<file path="config.mk">
export PLATFORM = sky130hd
export DESIGN_NAME = busOwnerLock
export DESIGN_NICKNAME = d
export VERILOG_FILES = /design/src/rtl/busOwnPkg.sv /design/src/rtl/busOwnCtrl.sv /design/src/rtl/busOwnDp.sv /design/src/rtl/busOwnerLock.sv
export SDC_FILE = /design/constraint.sdc
export NUM_CORES = 1
export LEC_CHECK = 0
export CAP_MARGIN = 30
export CORE_AREA = 2 2 39 41
export CTS_CLUSTER_DIAMETER = 30
export CTS_CLUSTER_SIZE = 16
export DETAILED_ROUTE_END_ITERATION = 10
export DIE_AREA = 0 0 41 43
export DONT_BUFFER_PORTS = 1
export SYNTH_ARGS = -nofsm -noshare
export SYNTH_HDL_FRONTEND = slang
export SYNTH_SLANG_ARGS = --single-unit
</file>
<file path="constraint.sdc">
create_clock -name clk -period 3.9 [get_ports clk]
set_input_delay 1.17 -clock clk [delete_from_list [all_inputs] [get_ports clk]]
set_output_delay 1.17 -clock clk [all_outputs]
set_load 0.005 [all_outputs]
</file>
<file path="src/rtl/busOwnPkg.sv">
package busOwnPkg;

  typedef enum logic [2:0] {
    S_IDLE, S_ARB, S_PARK, S_XFER, S_RD, S_GAP, S_WR, S_REL
  } ownStateT;

  localparam logic [1:0] KIND_RD  = 2'd0;
  localparam logic [1:0] KIND_WR  = 2'd1;
  localparam logic [1:0] KIND_RMW = 2'd2;

  localparam logic [1:0] PH_NONE = 2'd0;
  localparam logic [1:0] PH_RD   = 2'd1;
  localparam logic [1:0] PH_WR   = 2'd2;

  typedef struct packed {
    logic       reqBus;
    logic       drvBusy;
    logic       busyHigh;
    logic       lockRmw;
    logic       gapLoad;
    logic [1:0] phase;
  } ownStrobeT;

endpackage

</file>
<file path="src/rtl/busOwnCtrl.sv">
module busOwnCtrl
  import busOwnPkg::*;
#(
  parameter int GAP_CYCLES = 1
) (
  input  logic       clk,
  input  logic       rstN,
  input  logic       reqValid,
  input  logic [1:0] reqKind,
  input  logic       busGrant,
  input  logic       busyIn,
  input  logic       gapDone,
  output logic       reqReady,
  output ownStrobeT  stb
);

  localparam bit HAS_GAP = (GAP_CYCLES > 0);

  ownStateT st, stNext;

  always_ff @(posedge clk or negedge rstN) begin
    if (!rstN) st <= S_IDLE;
    else       st <= stNext;
  end

  assign reqReady = (st == S_PARK) && busGrant;

  always_comb begin
    stNext = st;
    unique case (st)
      S_IDLE: if (reqValid) stNext = S_ARB;
      S_ARB: begin
        if (!reqValid)              stNext = S_IDLE;
        else if (busGrant && busyIn) stNext = S_PARK;
      end
      S_PARK: begin
        if (!busGrant)     stNext = S_REL;
        else if (reqValid) stNext = (reqKind == KIND_RMW) ? S_RD : S_XFER;
      end
      S_XFER: stNext = S_PARK;
      S_RD:   stNext = HAS_GAP ? S_GAP : S_WR;
      S_GAP:  if (gapDone) stNext = S_WR;
      S_WR:   stNext = S_PARK;
      S_REL:  stNext = S_IDLE;
      default: stNext = S_IDLE;
    endcase
  end

  always_comb begin
    stb          = '0;
    stb.reqBus   = (stNext == S_ARB);
    stb.drvBusy  = (stNext inside {S_PARK, S_XFER, S_RD, S_GAP, S_WR, S_REL});
    stb.busyHigh = (stNext == S_REL);
    stb.lockRmw  = (stNext inside {S_RD, S_GAP, S_WR});
    stb.gapLoad  = (stNext == S_GAP) && (st != S_GAP);
    if (stNext == S_XFER)
      stb.phase = (reqKind == KIND_WR) ? PH_WR : PH_RD;
    else if (stNext == S_RD)
      stb.phase = PH_RD;
    else if (stNext == S_WR)
      stb.phase = PH_WR;
    else
      stb.phase = PH_NONE;
  end

  // Once a locked read has started, only the gap or the write may follow.
  assert_locked_no_exit_R9: assert property (@(posedge clk) disable iff (!rstN)
    (st inside {S_RD, S_GAP}) |=> (st inside {S_GAP, S_WR}));

  // Parking ends only through the drive-high release cycle.
  assert_park_release_path_R4: assert property (@(posedge clk) disable iff (!rstN)
    (st == S_PARK && !busGrant) |=> (st == S_REL));

endmodule

</file>
<file path="src/rtl/busOwnDp.sv">
module busOwnDp
  import busOwnPkg::*;
#(
  parameter int GAP_CYCLES = 1
) (
  input  logic       clk,
  input  logic       rstN,
  input  ownStrobeT  stb,
  input  logic       lockHold,
  output logic       brN,
  output logic       busyOut,
  output logic       busyOe,
  output logic       lockN,
  output logic       lockOe,
  output logic [1:0] busPhase,
  output logic       gapDone
);

  localparam int CNT_W = (GAP_CYCLES > 1) ? $clog2(GAP_CYCLES) : 1;

  always_ff @(posedge clk or negedge rstN) begin
    if (!rstN) begin
      brN      <= 1'b1;
      busyOut  <= 1'b1;
      busyOe   <= 1'b0;
      lockN    <= 1'b1;
      busPhase <= PH_NONE;
    end else begin
      brN      <= !stb.reqBus;
      busyOut  <= !stb.drvBusy || stb.busyHigh;
      busyOe   <= stb.drvBusy;
      lockN    <= !(stb.lockRmw || lockHold);
      busPhase <= stb.phase;
    end
  end

  assign lockOe = 1'b1;

  generate
    if (GAP_CYCLES == 0) begin : gNoGap
      assign gapDone = 1'b1;
    end else begin : gGap
      logic [CNT_W-1:0] gapCnt;
      always_ff @(posedge clk or negedge rstN) begin
        if (!rstN)                 gapCnt <= '0;
        else if (stb.gapLoad)      gapCnt <= CNT_W'(GAP_CYCLES - 1);
        else if (gapCnt != '0)     gapCnt <= gapCnt - 1'b1;
      end
      assign gapDone = (gapCnt == '0);
    end
  endgenerate

  // A release cycle that drives busy high is always followed by the line floating.
  assert_release_float_R4: assert property (@(posedge clk) disable iff (!rstN)
    (busyOe && busyOut) |=> !busyOe);

  // A read with lock held is followed by a locked gap or a locked write.
  assert_lock_through_gap_R5: assert property (@(posedge clk) disable iff (!rstN)
    (busPhase == PH_RD && !lockN && !lockHold && !$past(lockHold)) |=> !lockN);

endmodule

</file>
<file path="src/rtl/busOwnerLock.sv">
module busOwnerLock
  import busOwnPkg::*;
#(
  parameter int GAP_CYCLES = 1
) (
  input  logic       clk,
  input  logic       rstN,
  input  logic       reqValid,
  input  logic [1:0] reqKind,
  output logic       reqReady,
  input  logic       lockHold,
  input  logic       busGrant,
  input  logic       busyIn,
  output logic       brN,
  output logic       busyOut,
  output logic       busyOe,
  output logic       lockN,
  output logic       lockOe,
  output logic [1:0] busPhase
);

  ownStrobeT stb;
  logic      gapDone;

  busOwnCtrl #(.GAP_CYCLES(GAP_CYCLES)) u_ctrl (
    .clk(clk), .rstN(rstN), .reqValid(reqValid), .reqKind(reqKind),
    .busGrant(busGrant), .busyIn(busyIn), .gapDone(gapDone),
    .reqReady(reqReady), .stb(stb)
  );

  busOwnDp #(.GAP_CYCLES(GAP_CYCLES)) u_dp (
    .clk(clk), .rstN(rstN), .stb(stb), .lockHold(lockHold),
    .brN(brN), .busyOut(busyOut), .busyOe(busyOe), .lockN(lockN),
    .lockOe(lockOe), .busPhase(busPhase), .gapDone(gapDone)
  );

  // Request is never asserted while this agent drives busy.
  assert_no_request_when_owner_R1: assert property (@(posedge clk) disable iff (!rstN)
    !brN |-> !busyOe);

  // Driving busy starts only after busy was seen high with a grant.
  assert_claim_after_idle_R2: assert property (@(posedge clk) disable iff (!rstN)
    (busyOe && !busyOut && !$past(busyOe)) |-> ($past(busyIn) && $past(busGrant)));

  // Ready only while owning the bus.
  assert_ready_needs_owner_R10: assert property (@(posedge clk) disable iff (!rstN)
    reqReady |-> (busyOe && !busyOut));

endmodule

</file>
==> impl_results.md, run 1 <==
* Run status: finished clean
* Setup_tns at 0 ns
* Async set or reset register ratio after synthesis at 100%
* Worst R2R End: u_dp.busPhase[0]
* Seq/Total Area, Yosys at 49.5%
* CTS H-tree lvls at 1
* I/O Pins at 16
* Startpoint Class: input pin
* DRC viols at 0
* CTS tree: built
* # rows at 14
* Worst path top cell family by delay: simple AND/OR/NAND/NOR gates
* Adder-cell share of the synthesized area at 0%
* WP depth at 2
* Mapped cell area at roughly 460 sq um
* Synth Area per Inst at 10.8 sq um
* Die width at 41 um
* Met2 Use GR at between 10% and 20%
* Final core utilization at 36.3%
* Worst EP required at roughly 2.7 ns
* Global Route Usage Sum at 11.1%
* Synth Area in XOR/XNOR at 0%
* Synth Warn # at 0
* Starting Density at 33.5%
* Routed Antenna Nets at 0
* Worst reg-to-reg setup slack at 2.46 ns
* Crit-path max FO at 5
* GRT busiest layer: met1
* WP data arrival at between 1 and 1.5 ns
* CTS Hold Bufs at 0
* Die Height at 43 um
* Die area at ~1800 sq um
* Pwr Density at approximately 810 nW/um^2
* Max Fclk at 401 MHz
* Critical-path top delay cell: nor2_1
* Post-DP HPWL at about 630 um
* Max Root-Sink Buffers at 2
* Simple-Gate Fraction of Synth Area at 25.7%
* Reg-to-Reg Start: u_ctrl.st[2]
* #FFs+latches synth at 9
* Crit. End Element: output pin
* Share of layout cells above drive strength 1 at around a third
* Setup Buffers After CTS at 0
* CORE AREA at 1380 sq um
* Buffers and inverters on the worst path at 1
* Main synth FF type: dfrtp_1
* Antenna violations before repair at 0
* Vias per cell at 5.06
* Final worst path period share at 63.9%
* Clock Skews at 0.00585 ns
* Post-CTS sizing at 0
* # fillers at around 130
* # port buffers at 0
* Gr ovfl total at 0
* Fin. max-slew vios at 0
* Placer Congestion at 0.763
* RSZ-0062 raised after global routing: false
* Tot Pwr at 409 uW
* Critical path, cell by cell: inv_1 > nor2_1
* Max-Cap Viols at 0
* Final Instance Count excl. Fillers at 62
* Area delta synth->final at 8.65%
* Largest family of logic cells by synthesized area: simple AND/OR/NAND/NOR gates
* Grt met3 use at 4.19%
* Post-route minimum period at ~2.5 ns
* Clock transition at path regs at about 0.06 ns
* Final net count at 55
* Final number of setup-violating endpoints at 0
* Vias at between 300 and 400
* Root Buffer: clkbuf_4
* First-pass GRT wire length at 1280 um
* Initial DRT Pass Iterations at 4
* CP max stage delay at 0.12 ns
* Worst r2r path cells at 5
* Syn Inst Count at 43
* Max IR drop VDD at 0.242 mV
* Mux cell area share after synthesis at 0%
* Worst hold path class: input pin to async pin
* Initial DRC count at 8
* Crit path kind: input pin to output pin
* Unique masters post-synth at 26
* Placed cell areas at 475 sq um
* Compound-cell area share of the yosys netlist at between 20% and 30%
* Post-route design area at 503 sq um
* Hold Violations, Final at 0
* CTS Sinks at 9
* Syn nets at 51
* Leak at approximately 0.00022 uW
* Post-synth EDFFs at 0
* Worst-skew pair later-pin latency at 0.25 ns
* Cell count after placement at 58
* # diodes at 0
* Vias in the first global route at 306
* Largest net degree at the start of global routing at 10
* Routed WL at 806 um
* Wire per inst at 13.0 um
* GR Layer Usage met1 at between 15 and 20%
* TritonCTS Buffers at 3
-- cell type report --
cell class	count	area, sq um	area share [%]
tap	16	20.0	3.98
multi-input combinational	30	215	42.8
clock inverter	1	5.00	0.995
sequential	9	229	45.5
inverter	3	11.3	2.24
clock buffer	3	22.5	4.48
-- cells in the final DEF, fill, tap and decap left out, types with 2 or more instances in the layout --
cell type,synthesis,layout
clkbuf_4,0,3
dfrtp_1,6,6
dfstp_2,3,3
inv_1,2,2
nand2_1,5,5
nand3_1,3,3
nand4_1,2,2
nor2_1,3,3
-- per-stage QoR --
stage / hold WS, ns / worst slack [ns]
floorplan: 0.564 / 1.42
global placement: 0.633 / 1.41
global route: 0.577 / 1.40
finish: 0.604 / 1.41
CTS: 0.590 / 1.40
detailed placement: 0.635 / 1.40
-- Yosys cell counts, types with 2 or more instances --
| cell | count | area, sq um |
|---|---|---|
| dfstp_2 | 3 | 78.8 |
| nor2_1 | 3 | 11.3 |
| nand2_1 | 5 | 18.8 |
| dfrtp_1 | 6 | 150 |
| nand4_1 | 2 | 12.5 |
| inv_1 | 2 | 7.51 |
| nand3_1 | 3 | 15.0 |
-- cells by family (layout without fill, tap and decap cells) --
family | after synthesis | in the layout
buffers and inverters | 4 | 7
flip-flops | 9 | 9
AND/OR/NAND/NOR | 20 | 20
other | 1 | 1
AO/OA/AOI/OAI | 9 | 9
-- registers in the layout, indices dropped and copies added (netlist names) --
signal and cells:
u_dp.lockN 1, u_ctrl.st 3, u_dp.busPhase 2, u_dp.brN 1, u_dp.busyOe 1, u_dp.busyOut 1
-- how the worst max path moves through the flow --
stage | from | end | slack (ns)
2_1_floorplan | busGrant | reqReady | 1.42
3_3_place_gp | busGrant | reqReady | 1.41
3_5_place_dp | busGrant | reqReady | 1.40
4_1_cts | busGrant | reqReady | 1.40
5_1_grt | busGrant | reqReady | 1.40
6_report | busGrant | reqReady | 1.41
-- power breakdown --
group / leakage (uW) / internal (uW) / switching (uW) / total, uW
Clock: 0.0000177 / 37.7 / 30.5 / 68.1
Sequential: 0.000106 / 144 / 36.1 / 180
Combinational: 0.0000942 / 65.4 / 95.7 / 161
Total: 0.000218 / 247 / 162 / 409
-- layer usage --
metal / up-vias / wire, um
met3: 0 / 37
met5: - / 0
met4: 0 / 0
met2: 11 / 396
li1: 155 / -
met1: 148 / 373
No activity file was read; power rests on OpenSTA's default activity.
==> run 2: changes to the inputs <==
==> constraint.sdc (replaced) <==
create_clock -name clk -period 2.38 [get_ports clk]
set_input_delay 0.714 -clock clk [delete_from_list [all_inputs] [get_ports clk]]
set_output_delay 0.714 -clock clk [all_outputs]
set_load 0.005 [all_outputs]
==> run 2 against run 1 <==
Against the previous run: non-clock buffer count unchanged; power grew 64%; design area is the same; wire length down 2.4%; first-iteration DRC count decreased by 63%; critical path depth grew 1; register-to-register slack worse by 1.5 ns; sequential share of layout area stayed put; die area is the same; critical path type is now register to output pin; critical endpoint unchanged.
==> impl_results.md, run 2 (same netlist as run 1, synthesis figures left out) <==
* Worst hold path class: input pin to async pin
* Area taken by flip-flops and latches at 229 sq um
* CP most frequent cell: nor2_1
* Antenna violations before repair at 0
* Post-DP HPWL at 583 um
* Setup Buffers After CTS at 0
* Routed Antenna Nets at 0
* Clock Skews at around 0.0044 ns
* RSZ-0062 raised after global routing: false
* Die area at 1760 sq um
* Wire per inst at 12.7 um
* Worst hold margin at between 0.1 and 0.15 ns
* Sequential Power Share at approximately 44%
* Max FFs per register at 3
* Vias at 309
* Final net count at 55
* CTS Sinks at 9
* Max Fclk at ~530 MHz
* Final worst path period share at 79.6%
* Max Root-Sink Buffers at 2
* Most frequent cells in the layout: 6 x dfrtp_1, 5 x nand2_1
* Cell count after placement at 58
* Post-route design area at 503 sq um
* Final number of setup-violating endpoints at 0
* Sw Share at 39.7%
* Buffers and inverters on the worst path at 0
* Placer Congestion at 0.737
* Setup_tns at 0 ns
* Gr ovfl total at 0
* Routed WL at between 700 and 800 um
* # rows at 14
* Reg-to-Reg Start: u_ctrl.st[2]
* Critical path, cell by cell: nor2_1 > nand2_1 > nor2_1
* Placed cell areas at about 480 sq um
* Worst-skew pair later-pin latency at 0.25 ns
* First-pass GRT wire length at between 1000 and 1500 um
* Global Route Usage Sum at 11.6%
* I/O Pins at 16
* Worst r2r path cells at 5
* Post-route minimum period at 1.90 ns
* Max-Cap Viols at 0
* Hold Violations, Final at 0
* CP max stage delay at 0.43 ns
* Run status: finished clean
* Area delta synth->final at 8.65%
* CTS H-tree lvls at 1
* TritonCTS Buffers at 3
* Commonest non-fill, non-tap cell in the layout: dfrtp_1
* Largest net degree at the start of global routing at 10
* Sw Pwr at 267 uW
* Top flop regs: u_ctrl.st: 3 flops, u_dp.busPhase: 2 flops
* Die Height at 43 um
* Share of layout cells above drive strength 1 at 32.6%
* Vias in the first global route at 320
* Crit-path max FO at 5
* Worst R2R End: u_dp.busPhase[0]
* Dpl ws at 0.666 ns
* Post-CTS sizing at 0
* Die width at 41 um
* Vias per cell at between 4 and 5
* Worst EP required at approximately 1.7 ns
* Final Instance Count excl. Fillers at 62
* Worst path top cell family by delay: simple AND/OR/NAND/NOR gates
* Crit path kind: register to output pin
* Leak at 0.000218 uW
* Clk pwr share at 16.8%
* WP data arrival at 1.18 ns
* Initial DRC count at 3
* Gate power share at 39.1%
* # diodes at 0
* Max IR drop VDD at around 0.68 mV
* Multi-input gate area at about 220 sq um
* Startpoint Class: register
* Starting Density at 33.5%
* Worst reg-to-reg setup slack at ~0.95 ns
* Pwr Density at 1340 nW/um^2
* Register bank with the most flops: u_ctrl.st
* Worst Slack Setup Final at 0.484 ns
* DRC viols at 0
* CTS tree: built
* P_int at 405 uW
* Initial DRT Pass Iterations at 4
* # fillers at 147
* CTS Hold Bufs at 0
* Root Buffer: clkbuf_4
* Clock transition at path regs at ~0.060 ns
* Critical-path top delay cell: dfrtp_1
* # port buffers at 0
* CORE AREA at 1380 sq um
* Fin. max-slew vios at 0
* Crit. End Element: output pin
run 2: how the worst max path moves through the flow:
stage | cells past startpoint | startpoint | slack, ns | end
global placement | 5 | reqKind[0] | 0.68 | u_dp.busPhase[0]
CTS | 3 | u_ctrl.st[0] | 0.48 | reqReady
finish | 3 | u_ctrl.st[0] | 0.48 | reqReady
global route | 3 | u_ctrl.st[2] | 0.41 | reqReady
detailed placement | 5 | reqKind[0] | 0.67 | u_dp.busPhase[0]
floorplan | 5 | busyIn | 0.76 | u_dp.busPhase[0]
run 2: metal layers:
metal / track usage [%] / share of wire (%)
met3: 3.66 / 4.8
met2: 14.1 / 46
met1: 17.8 / 49
met4: 6.00 / 0
met5: 0 / 0
run 2: power groups by stage:
stage | clock network, uW | logic (uW) | registers (uW)
finish | 113 | 263 | 296
global route | 132 | 293 | 307
CTS | 118 | 264 | 297
detailed placement | 0 | 263 | 297
global placement | 0 | 257 | 295
floorplan | 0 | 229 | 282
run 2: cell type report:
type	instances	area share, %
Sequential cell	9	45.5
Clock buffer	3	4.48
Clock inverter	1	0.995
Multi-Input combinational cell	30	42.8
Inverter	3	2.24
Tap cell	16	3.98
run 2: metrics by stage:
step           util [%]  total power, uW
5_1_grt            36.3              731
3_5_place_dp       34.4              560
2_1_floorplan         -              510
4_1_cts            36.3              679
6_report           36.3              672
3_3_place_gp       34.4              552
